--- src/rtl/ptr_pkg.sv ---
package ptr_pkg;

    typedef enum logic [1:0] {
        PM_ILLEGAL = 2'd0,
        PM_PLAIN   = 2'd1,
        PM_POSTINC = 2'd2,
        PM_STACK   = 2'd3
    } ptr_mode_e;

endpackage

--- src/rtl/ptr_class.sv ---
module ptr_class
    import ptr_pkg::*;
#(
    parameter int REG_W       = 3,
    parameter int ILLEGAL_REG = 0,
    parameter int STACK_REG   = 6,
    parameter int PC_REG      = 7,
    parameter int INC_LO      = 4,
    parameter int INC_HI      = 5
) (
    input  logic [REG_W-1:0] reg_sel,
    output ptr_mode_e        mode
);
    localparam int NUM_REGS = 1 << REG_W;

    ptr_mode_e mode_tab [NUM_REGS];

    // One table entry per register number, chosen at elaboration time.
    for (genvar i = 0; i < NUM_REGS; i++) begin : g_tab
        if (i == ILLEGAL_REG) begin : g_ill
            assign mode_tab[i] = PM_ILLEGAL;
        end else if (i == STACK_REG) begin : g_stk
            assign mode_tab[i] = PM_STACK;
        end else if (i == PC_REG || (i >= INC_LO && i <= INC_HI)) begin : g_inc
            assign mode_tab[i] = PM_POSTINC;
        end else begin : g_pln
            assign mode_tab[i] = PM_PLAIN;
        end
    end

    assign mode = mode_tab[reg_sel];

endmodule

--- src/rtl/ptr_arith.sv ---
module ptr_arith
    import ptr_pkg::*;
#(
    parameter int ADDR_W = 16
) (
    input  ptr_mode_e          mode,
    input  logic               is_write,
    input  logic [ADDR_W-1:0]  cur,
    output logic [ADDR_W-1:0]  addr,
    output logic [ADDR_W-1:0]  nxt,
    output logic               we,
    output logic               access,
    output logic               illegal
);
    localparam logic [ADDR_W-1:0] ONE = ADDR_W'(1);

    logic [ADDR_W-1:0] inc_v;
    logic [ADDR_W-1:0] dec_v;

    always_comb begin
        inc_v   = cur + ONE;
        dec_v   = cur - ONE;
        addr    = cur;
        nxt     = cur;
        we      = 1'b0;
        access  = 1'b1;
        illegal = 1'b0;
        case (mode)
            PM_ILLEGAL: begin
                access  = 1'b0;
                illegal = 1'b1;
            end
            PM_PLAIN: begin
                addr = cur;
            end
            PM_POSTINC: begin
                nxt = inc_v;
                we  = 1'b1;
            end
            PM_STACK: begin
                we = 1'b1;
                if (is_write) begin
                    nxt = inc_v;
                end else begin
                    addr = dec_v;
                    nxt  = dec_v;
                end
            end
            default: begin
                access  = 1'b0;
                illegal = 1'b1;
            end
        endcase
    end

endmodule

--- src/rtl/ptr_step_unit.sv ---
module ptr_step_unit
    import ptr_pkg::*;
#(
    parameter int ADDR_W    = 16,
    parameter int REG_W     = 3,
    parameter int STACK_REG = 6,
    parameter int PC_REG    = 7
) (
    input  logic              clk,
    input  logic              rst_n,
    input  logic              in_valid,
    input  logic [REG_W-1:0]  in_reg,
    input  logic [ADDR_W-1:0] in_val,
    input  logic              in_write,
    output logic              out_valid,
    output logic [REG_W-1:0]  out_reg,
    output logic [ADDR_W-1:0] out_addr,
    output logic [ADDR_W-1:0] out_ptr_new,
    output logic              out_ptr_we,
    output logic              out_mem_en,
    output logic              out_illegal
);
    localparam logic [ADDR_W-1:0] ONE = ADDR_W'(1);

    typedef struct packed {
        logic              valid;
        logic [REG_W-1:0]  rsel;
        logic [ADDR_W-1:0] addr;
        logic [ADDR_W-1:0] nxt;
        logic              we;
        logic              access;
        logic              illegal;
    } res_t;

    ptr_mode_e         mode_w;
    logic [ADDR_W-1:0] addr_w;
    logic [ADDR_W-1:0] nxt_w;
    logic              we_w;
    logic              acc_w;
    logic              ill_w;
    res_t              res_d;
    res_t              res_q;

    ptr_class #(
        .REG_W       (REG_W),
        .ILLEGAL_REG (0),
        .STACK_REG   (STACK_REG),
        .PC_REG      (PC_REG),
        .INC_LO      (4),
        .INC_HI      (5)
    ) u_class (
        .reg_sel (in_reg),
        .mode    (mode_w)
    );

    ptr_arith #(
        .ADDR_W (ADDR_W)
    ) u_arith (
        .mode     (mode_w),
        .is_write (in_write),
        .cur      (in_val),
        .addr     (addr_w),
        .nxt      (nxt_w),
        .we       (we_w),
        .access   (acc_w),
        .illegal  (ill_w)
    );

    always_comb begin
        res_d         = res_q;
        res_d.valid   = in_valid;
        res_d.we      = 1'b0;
        res_d.access  = 1'b0;
        res_d.illegal = 1'b0;
        if (in_valid) begin
            res_d.rsel    = in_reg;
            res_d.addr    = addr_w;
            res_d.nxt     = nxt_w;
            res_d.we      = we_w;
            res_d.access  = acc_w;
            res_d.illegal = ill_w;
        end
    end

    always_ff @(posedge clk) begin
        if (!rst_n) begin
            res_q <= '0;
        end else begin
            res_q <= res_d;
        end
    end

    assign out_valid   = res_q.valid;
    assign out_reg     = res_q.rsel;
    assign out_addr    = res_q.addr;
    assign out_ptr_new = res_q.nxt;
    assign out_ptr_we  = res_q.we;
    assign out_mem_en  = res_q.access;
    assign out_illegal = res_q.illegal;

    assert_latency_R1: assert property (@(posedge clk) disable iff (!rst_n)
        in_valid |=> out_valid);

    assert_idle_quiet_R1: assert property (@(posedge clk) disable iff (!rst_n)
        !in_valid |=> (!out_valid && !out_ptr_we && !out_mem_en));

    assert_reject_zero_R3: assert property (@(posedge clk) disable iff (!rst_n)
        (in_valid && in_reg == '0) |=> (out_illegal && !out_ptr_we && !out_mem_en));

    assert_plain_hold_R4: assert property (@(posedge clk) disable iff (!rst_n)
        (in_valid && in_reg >= REG_W'(1) && in_reg <= REG_W'(3))
        |=> (!out_ptr_we && out_addr == $past(in_val)));

    assert_postinc_R5: assert property (@(posedge clk) disable iff (!rst_n)
        (in_valid && (in_reg == REG_W'(4) || in_reg == REG_W'(5) || in_reg == REG_W'(PC_REG)))
        |=> (out_ptr_we && out_ptr_new == $past(in_val) + ONE));

    assert_stack_read_R7: assert property (@(posedge clk) disable iff (!rst_n)
        (in_valid && in_reg == REG_W'(STACK_REG) && !in_write)
        |=> (out_addr == out_ptr_new && out_ptr_new == $past(in_val) - ONE));

    assert_stack_write_R8: assert property (@(posedge clk) disable iff (!rst_n)
        (in_valid && in_reg == REG_W'(STACK_REG) && in_write)
        |=> (out_addr == $past(in_val) && out_ptr_new == $past(in_val) + ONE));

    assert_echo_reg_R11: assert property (@(posedge clk) disable iff (!rst_n)
        in_valid |=> out_reg == $past(in_reg));

endmodule

--- config.mk ---
export PLATFORM = sky130hd
export DESIGN_NAME = ptr_step_unit
export DESIGN_NICKNAME = d
export VERILOG_FILES = /design/src/rtl/ptr_pkg.sv /design/src/rtl/ptr_class.sv /design/src/rtl/ptr_arith.sv /design/src/rtl/ptr_step_unit.sv
export SDC_FILE = /design/constraint.sdc
export NUM_CORES = 1
export LEC_CHECK = 0
export BUFFER_PORTS_ARGS = -buffer_cell sky130_fd_sc_hd__buf_4
export CAP_MARGIN = 30
export CORE_MARGIN = 2
export CORE_UTILIZATION = 57
export CTS_CLUSTER_SIZE = 24
export DETAILED_ROUTE_END_ITERATION = 6
export GPL_ROUTABILITY_DRIVEN = 0
export HOLD_SLACK_MARGIN = 0.08
export PLACE_DENSITY = 0.85
export SLEW_MARGIN = 20
export SYNTH_ARGS = -nofsm -noshare
export SYNTH_HDL_FRONTEND = slang
export SYNTH_SLANG_ARGS = --single-unit
--- constraint.sdc ---
create_clock -name clk -period 4.2 [get_ports clk]
set_clock_uncertainty 0.2 [all_clocks]
set_input_delay 1.05 -clock clk [delete_from_list [all_inputs] [get_ports clk]]
set_output_delay 1.05 -clock clk [all_outputs]
set_load 0.005 [all_outputs]
---- Word level (Yosys, flattened, before mapping) ----
Memory sizes are Yosys's and may differ from the RTL's.
Cells that the tools add are included.
word-level totals
  memories ................................ 1
  input port bits ......................... 23
  word-level logic and storage cells ...... 26
  register bits ........................... 39
  memory bits (read-only) ................. 16
operators by class
  add/sub/neg operators ................... 2
  bitwise operators ....................... 1
  order comparisons ....................... 1
  mux-type cells .......................... 9
  reductions and logical operators ........ 3
  equal/unequal tests ..................... 2
memories
  name              words  bits a word  rd ports  clocked after Yosys merged registers in  write ports  line             text
  (name not given)  8      2            1         0                                        0            ptr_class.sv:31  assign mode = mode_tab[reg_sel];
operator list
  operator               count
  $mux 16                3
  $pmux 16 s2            1
  $add 16x1->16 const B  1
  $sub 16x1->16 const B  1
  $eq 2x2->1 const B     2
  $ge 4x4->1 const B     1
  $mux 2                 2
  $not 3->4              1
  $mux 1                 3
  $logic_not 2->1        1
  $reduce_and 2->1       1
  $reduce_or 2->1        1

---- Depth between registers and ports, before layout ----
Gate-level depths: netlist of run 1.
  depth after elaboration ................. 7
  depth in mapped cells ................... 9
  mapped depth without buffers ............ 7

---- Modules after synthesis ----
A second synthesis of run 1 with hierarchy kept.
unflattened totals
  cell total of the unflattened synthesis .. 269
  area total of the unflattened synthesis .. 2,359.8 um^2
by module, submodules not included
  module         seq. area each (um^2)  cells an instance  area an instance (um^2)  instances
  ptr_step_unit  780.7                  121                1,430.1                  1
  ptr_arith      0.0                    145                908.4                    1
  ptr_class      0.0                    3                  21.3                     1

---- Worst setup path after synthesis of run 1 ----
OpenSTA, ideal clock, no wires.
  path kind ............................... input to register
  start point ............................. in in_val[0]
  end point ............................... reg res_q (netlist bit out_addr[12])
  data required time ...................... 3.868 ns
  arrival ................................. 2.787 ns
  slack ................................... 1.081 ns
  path buffers ............................ 2
  cell stages on the path ................. 9
  path through ............................ clkbuf_1 -> inv_1 -> ha_1 -> or4b_1 -> clkbuf_1 -> or3_4 -> nor3_2 -> xnor2_1 -> a21oi_1
on the way
  cells in the longest elaborated chain, start to end .. 3
RTL lines
  element               line                 text
  start, declared       ptr_step_unit.sv:13  input logic [ADDR_W-1:0] in_val,
  $sub 16x1->16         ptr_arith.sv:22      dec_v = cur - ONE;
  $mux 16               ptr_arith.sv:42      if (is_write) begin
  $mux 16               ptr_arith.sv:28      case (mode)
  end signal, assigned  ptr_step_unit.sv:89  res_q <= res_d;
  end, declared         ptr_step_unit.sv:42  res_t res_q;
Every way passes these cells.
A chain may end at the register's enable or synchronous reset.

---- Worst setup path after layout of run 1 ----
  start point ............................. in in_val[0]
  end point ............................... reg res_q (netlist bit out_addr[14])
The elaborated chain is that of the path after synthesis.

==> results of run 1 <==
## final timing paths
kind	from	endpoint	cells after the start
min reg2reg	out_ptr_new[7]$_SDFFE_PN0P_	out_ptr_new[7]$_SDFFE_PN0P_	2
max reg2reg	out_ptr_new[15]$_SDFFE_PN0P_	out_ptr_new[15]$_SDFFE_PN0P_	2
min	out_ptr_new[7]$_SDFFE_PN0P_	out_ptr_new[7]$_SDFFE_PN0P_	2
max	in_val[0]	out_addr[14]$_SDFFE_PN0P_	8
## power breakdown
| group | leakage (nW) | switching, mW | internal (mW) |
|---|---|---|---|
| combinational | 0.766 | 0.0904 | 0.0819 |
| clock | 0.0581 | 0.139 | 0.177 |
| sequential | 0.324 | 0.0123 | 0.395 |
| total | 1.15 | 0.242 | 0.654 |
## synthesized netlist by cell type (9+ instances only)
cell / instances / area share, %
dfxtp_1: 39 / 33
nor2_1: 30 / 4.8
o21ai_0: 29 / 6.2
clkbuf_1: 22 / 3.5
a21oi_1: 14 / 3.0
nand2_1: 14 / 2.2
xnor2_1: 14 / 5.2
nor4_1: 11 / 2.9
xor2_1: 10 / 3.7
mux2i_1: 9 / 3.8
nand3_1: 9 / 1.9
nor3_1: 9 / 1.9
## worst register-to-register path: stages, from the launching register on
cell	delay, ns
dfxtp_1	0.33
o211ai_1	0.16
o22ai_1	0.10
## per-layer routing
layer	global-route usage (%)	up-vias
met4	8.00	0
met1	35.8	1029
met5	0	-
met2	42.5	91
met3	4.77	7
li1	-	1117
## stage by stage
step           cell area [µm²]  setup WS (ns)  instances  power, mW  util [%]
2_1_floorplan             2340           1.08        290      0.512         -
3_3_place_gp              2740          0.998        373      0.582      69.0
3_5_place_dp              2740          0.924        373      0.587      69.0
4_1_cts                   2850           1.24        381      0.901      71.9
5_1_grt                   2850           1.11        381      0.935      71.9
6_report                  2850           1.22        381      0.895      71.9
## area by class of cell
cell class	instances	area [µm²]
Multi-Input combinational cell	213	1400
Fill cell	331	1120
Sequential cell	39	781
Timing Repair Buffer	63	473
Clock buffer	5	68.8
Tap cell	50	62.6
Clock inverter	3	43.8
Inverter	8	30.0
## kinds of logic (layout without fill, tap and decap cells)
group / Yosys count / count (layout) / synth area share, %
AO/OA/AOI/OAI: 70 / 70 / 18.7
multiplexers: 10 / 10 / 4.33
AND/OR/NAND/NOR: 105 / 105 / 25.4
adder cells (fa/ha/maj): 4 / 4 / 2.14
buffers and inverters: 38 / 79 / 7.10
flip-flops: 39 / 39 / 33.3
XOR/XNOR: 24 / 24 / 8.97
==> impl_results.md, run 1 <==
- Chip Height: 68.1 µm
- Worst vdd ir: 0.187 mV
- CP startpoint kind: primary input
- Max cap viols: 0
- Clk sinks: 39
- CTS resizes: 0
- Crit path buffers/inverters: 2
- Cts hold-fix bufs: 0
- Tightest Hold Check Type: reg2reg
- #FFs+latches synth: 39
- Arr. time, crit path: 2.94 ns
- Netlist cell types: 48
- Port-buffer cells: 61
- Final setup TNS: 0 ns
- Final Max Tran Viols: 0
- Final period utilization: 71.0%
- First drt pass iteration count: 4
- Antenna Nets Post-Route: 0
- Worst EP required: 4.15 ns
- Pin slew with the least headroom to its limit: 0.582 ns
- Static leakage: 1.15 nW
- Seq/Total Area, Yosys: 33.3%
- Commonest non-fill, non-tap cells in the layout: 63 x buf_4, 39 x dfxtp_1, 30 x nor2_1
- Skew-Pair Late Insertion Delay: 0.29 ns
- Setup slack, reg-to-reg: 3.27 ns
- Post-DP HPWL: 4050 µm
- Final setup vio count: 0
- Syn avg cell area: 8.08 µm²
- Top Metal Used: met4
- Vias/cell: 5.89
- M1 WL: 2670 µm
- Post-synth top flop: dfxtp_1
- Fin crit period: 2.98 ns
- Hold Fails Final Rpt: 0
- Routed WL: 5870 µm
- CP Class: in2reg
- CTS tree: built
- Initial antenna violation count: 0
- Via count: 2244
- Relative slew margins: 61.2%
- Hold WS: 0.274 ns
- Met3 routed WL: 407 µm
- Critical path capture point type: flip-flop
- Top achievable clock speed: 0.335 GHz
- First-pass GRT wire length: 9380 µm
- Top Family by Delay on Critical Path: simple AND/OR/NAND/NOR gates
- Syn. warnings: 0
- Layout cells sized above 1: 26.9%
- CTS Buffer Depth: 2
- Initial Util: 59.0%
- Worst-path cell chain: buf_4 -> inv_1 -> ha_1 -> or4b_1 -> or3_4 -> nor3_2 -> xnor2_1 -> a21oi_1
- CP Max Fanout: 10
- Residual DRC count: 0
- Post-CTS setup buffers: 0
- I/O Pins: 62
- Initial drt markers: 214
- WL/cell: 15.4 µm
- Area growth syn-to-layout: 21.8%
- Row count: 23
- Synthesized Nets: 317
- Worst path max stage delay: 0.63 ns
- Cells after synthesis: 290
- Htree depth: 2
- Chip width: 68.1 µm
- Pwr/cell area: 314 nW/µm²
- Std-Cell Core Area: 3970 µm²
- GRT Util Overall: 26.4%
- Status: finished clean
- Grt total ovfl: 0
- Post-synth EDFFs: 0
- Most common cell after layout, fill and taps aside: buf_4
- Reg clk slew, reported paths: 0.08 ns
- Final net count: 357
- Cell area after synthesis: 2340 µm²
- Number of global-route vias before repair: 1992
- Antenna diode count: 0
- Asr flop ratio synth: 0%
- CP max-delay cell: or4b_1
- Total CTS buffers: 5
- Die ar.: 4640 µm²
- RSZ-0062 raised after global routing: no
- Largest net degree at the start of global routing: 63
- Clk Tree Root Cell: clkbuf_8
- Met2 WL: 2730 µm
Note: power is estimated with default switching activity, not from simulation.
==> run 2: changes to the inputs <==
--- a/config.mk
+++ b/config.mk
@@ -8,12 +8,12 @@
 export BUFFER_PORTS_ARGS = -buffer_cell sky130_fd_sc_hd__buf_4
 export CAP_MARGIN = 30
 export CORE_MARGIN = 2
-export CORE_UTILIZATION = 57
+export CORE_UTILIZATION = 48
 export CTS_CLUSTER_SIZE = 24
 export DETAILED_ROUTE_END_ITERATION = 6
 export GPL_ROUTABILITY_DRIVEN = 0
 export HOLD_SLACK_MARGIN = 0.08
-export PLACE_DENSITY = 0.85
+export PLACE_DENSITY = 0.77
 export SLEW_MARGIN = 20
 export SYNTH_ARGS = -nofsm -noshare
 export SYNTH_HDL_FRONTEND = slang
==> constraint.sdc (replaced) <==
create_clock -name clk -period 2.5 [get_ports clk]
set_clock_uncertainty 0.2 [all_clocks]
set_input_delay 0.625 -clock clk [delete_from_list [all_inputs] [get_ports clk]]
set_output_delay 0.625 -clock clk [all_outputs]
set_load 0.005 [all_outputs]
==> impl_results.md, run 2 (same netlist as run 1, synthesis figures left out) <==
- Hold Fails Final Rpt: 0 (unchanged)
- Max cap viols: 0 (unchanged)
- Clk Tree Root Cell: clkbuf_8
- Vias/cell: 5.48 (-7.0%)
- Post-DP HPWL: 4440 µm (+9.6%)
- Layout cells sized above 1: 33.0% (+6.1 points)
- Post-route insts no fill: 422 (+11%)
- Pwr/cell area: 462 nW/µm² (+47%)
- Routed WL: 6010 µm (+2.5%)
- CP startpoint kind: primary input
- First drt pass iteration count: 4 (unchanged)
- CTS tree: built
- Largest net degree at the start of global routing: 43 (-32%)
- Grt total ovfl: 0 (unchanged)
- Skew-Pair Late Insertion Delay: 0.29 ns (about the same)
- Worst path max stage delay: 0.55 ns (-0.08 ns)
- Initial Util: 49.6% (-9.4 points)
- Static leakage: 1.25 nW (+9.0%)
- CTS resizes: 0 (unchanged)
- Chip Height: 73.9 µm (+8.4%)
- Finished Cell Area: 3060 µm² (+7.1%)
- Pin slew with the least headroom to its limit: 0.438 ns (-0.143 ns)
- Final setup TNS: 0 ns (unchanged)
- Tightest Hold Check Type: reg2reg
- Via count: 2312 (+3.0%)
- Top achievable clock speed: 0.427 GHz
- Hold WS: 0.286 ns (+0.0121 ns)
- CP Max Fanout: 5 (-5)
- Initial drt markers: 140 (-35%)
- Htree depth: 2 (unchanged)
- Std-Cell Core Area: 4720 µm² (+19%)
- Relative slew margins: 70.7% (+9.5 points)
- RSZ-0062 raised after global routing: no
- First-pass GRT wire length: 9740 µm (+3.7%)
- Port-buffer cells: 61 (unchanged)
- Worst EP required: 2.49 ns (-1.66 ns)
- Antenna diode count: 0 (unchanged)
- Cts hold-fix bufs: 0 (unchanged)
- Final net count: 381 (+6.7%)
- Post-CTS setup buffers: 0 (unchanged)
- Worst Slack Setup Final: 0.158 ns (-1.06 ns)
- WL/cell: 14.2 µm (-7.5%)
- Number of global-route vias before repair: 2048 (+2.8%)
- CP max-delay cell: or4b_1
- Placement-stage cell area: 2970 µm² (+8.4%)
- Critical path capture point type: flip-flop
- Fin crit period: 2.34 ns
- FILL cells: 414 (+25%)
- Residual DRC count: 0 (unchanged)
- CP Class: in2reg
- Arr. time, crit path: 2.33 ns (-0.61 ns)
- Clk sinks: 39 (unchanged)
- Row count: 25 (+8.7%)
- Final Max Tran Viols: 0 (unchanged)
- Crit path top cell by count: buf_4
- Worst-path cell chain: buf_4 -> inv_8 -> ha_4 -> or4b_1 -> buf_4 -> nor4_2 -> xnor2_1 -> o22ai_1 -> o221a_2
- Status: finished clean
- Die ar.: 5450 µm² (+18%)
- CTS Buffer Depth: 2 (unchanged)
- Initial antenna violation count: 0 (unchanged)
- Placed cell count: 414 (+11%)
- Final period utilization: 93.7%
- Area growth syn-to-layout: 30.4%
- Final Total Pwr: 1.41 mW (+58%)
- Chip width: 73.9 µm (+8.4%)
- Most common cell after layout, fill and taps aside: buf_4
- Post-place setup slack: -0.153 ns (-1.08 ns)
- Worst vdd ir: 0.211 mV (+13%)
- Final Util: 64.7% (-7.2 points)
- Final setup vio count: 0 (unchanged)
- I/O Pins: 62 (unchanged)
- Reg clk slew, reported paths: 0.08 ns (about the same)
- GRT Util Overall: 22.9% (-3.5 points)
- Commonest non-fill, non-tap cells in the layout: 87 x buf_4, 39 x dfxtp_1, 30 x nor2_1
- Total CTS buffers: 5 (unchanged)
- Antenna Nets Post-Route: 0 (unchanged)
run 2: layout make-up:
type	instances	area, µm²	share of cell area, %
inverter	8	40.0	1.31
sequential	39	781	25.6
multi-input combinational	213	1410	46.3
timing repair buffer	87	653	21.4
clock inverter	3	15.0	0.491
tap	67	83.8	2.74
clock buffer	5	68.8	2.25
run 2: final timing paths:
check | slack [ns] | endpoint | from | cells past startpoint
setup / recovery | 0.16 | out_ptr_new[14]$_SDFFE_PN0P_ | in_val[0] | 9
hold / removal | 0.29 | out_ptr_new[7]$_SDFFE_PN0P_ | out_ptr_new[7]$_SDFFE_PN0P_ | 2
setup reg to reg | 1.57 | out_ptr_new[15]$_SDFFE_PN0P_ | out_ptr_new[15]$_SDFFE_PN0P_ | 2
hold reg to reg | 0.29 | out_ptr_new[7]$_SDFFE_PN0P_ | out_ptr_new[7]$_SDFFE_PN0P_ | 2
run 2: power by group:
group	leakage (nW)	internal (mW)	total (mW)	switching, mW
clock	0.0477	0.191	0.411	0.221
combinational	0.880	0.156	0.315	0.158
sequential	0.324	0.664	0.686	0.0220
total	1.25	1.01	1.41	0.401
run 2: metal layers:
metal  part of all wire [%]  up-vias  GRT usage, %  wire length [µm]
li1                       -     1159             -                 -
met1                     49     1070          34.3              2930
met2                     43       77          31.5              2600
met3                    6.5        6          4.25               392
met4                    1.5        0          9.70                89
met5                      0        -             0                 0
run 2: critical path: cells and delay by family:
family,cells,cell delay [ns]
and+or+nand+nor,2,0.71
buffers and inverters,3,0.38
AOI/OAI and AO/OA,2,0.35
xor gates and xnor gates,1,0.15
adders and majority gates,1,0.11
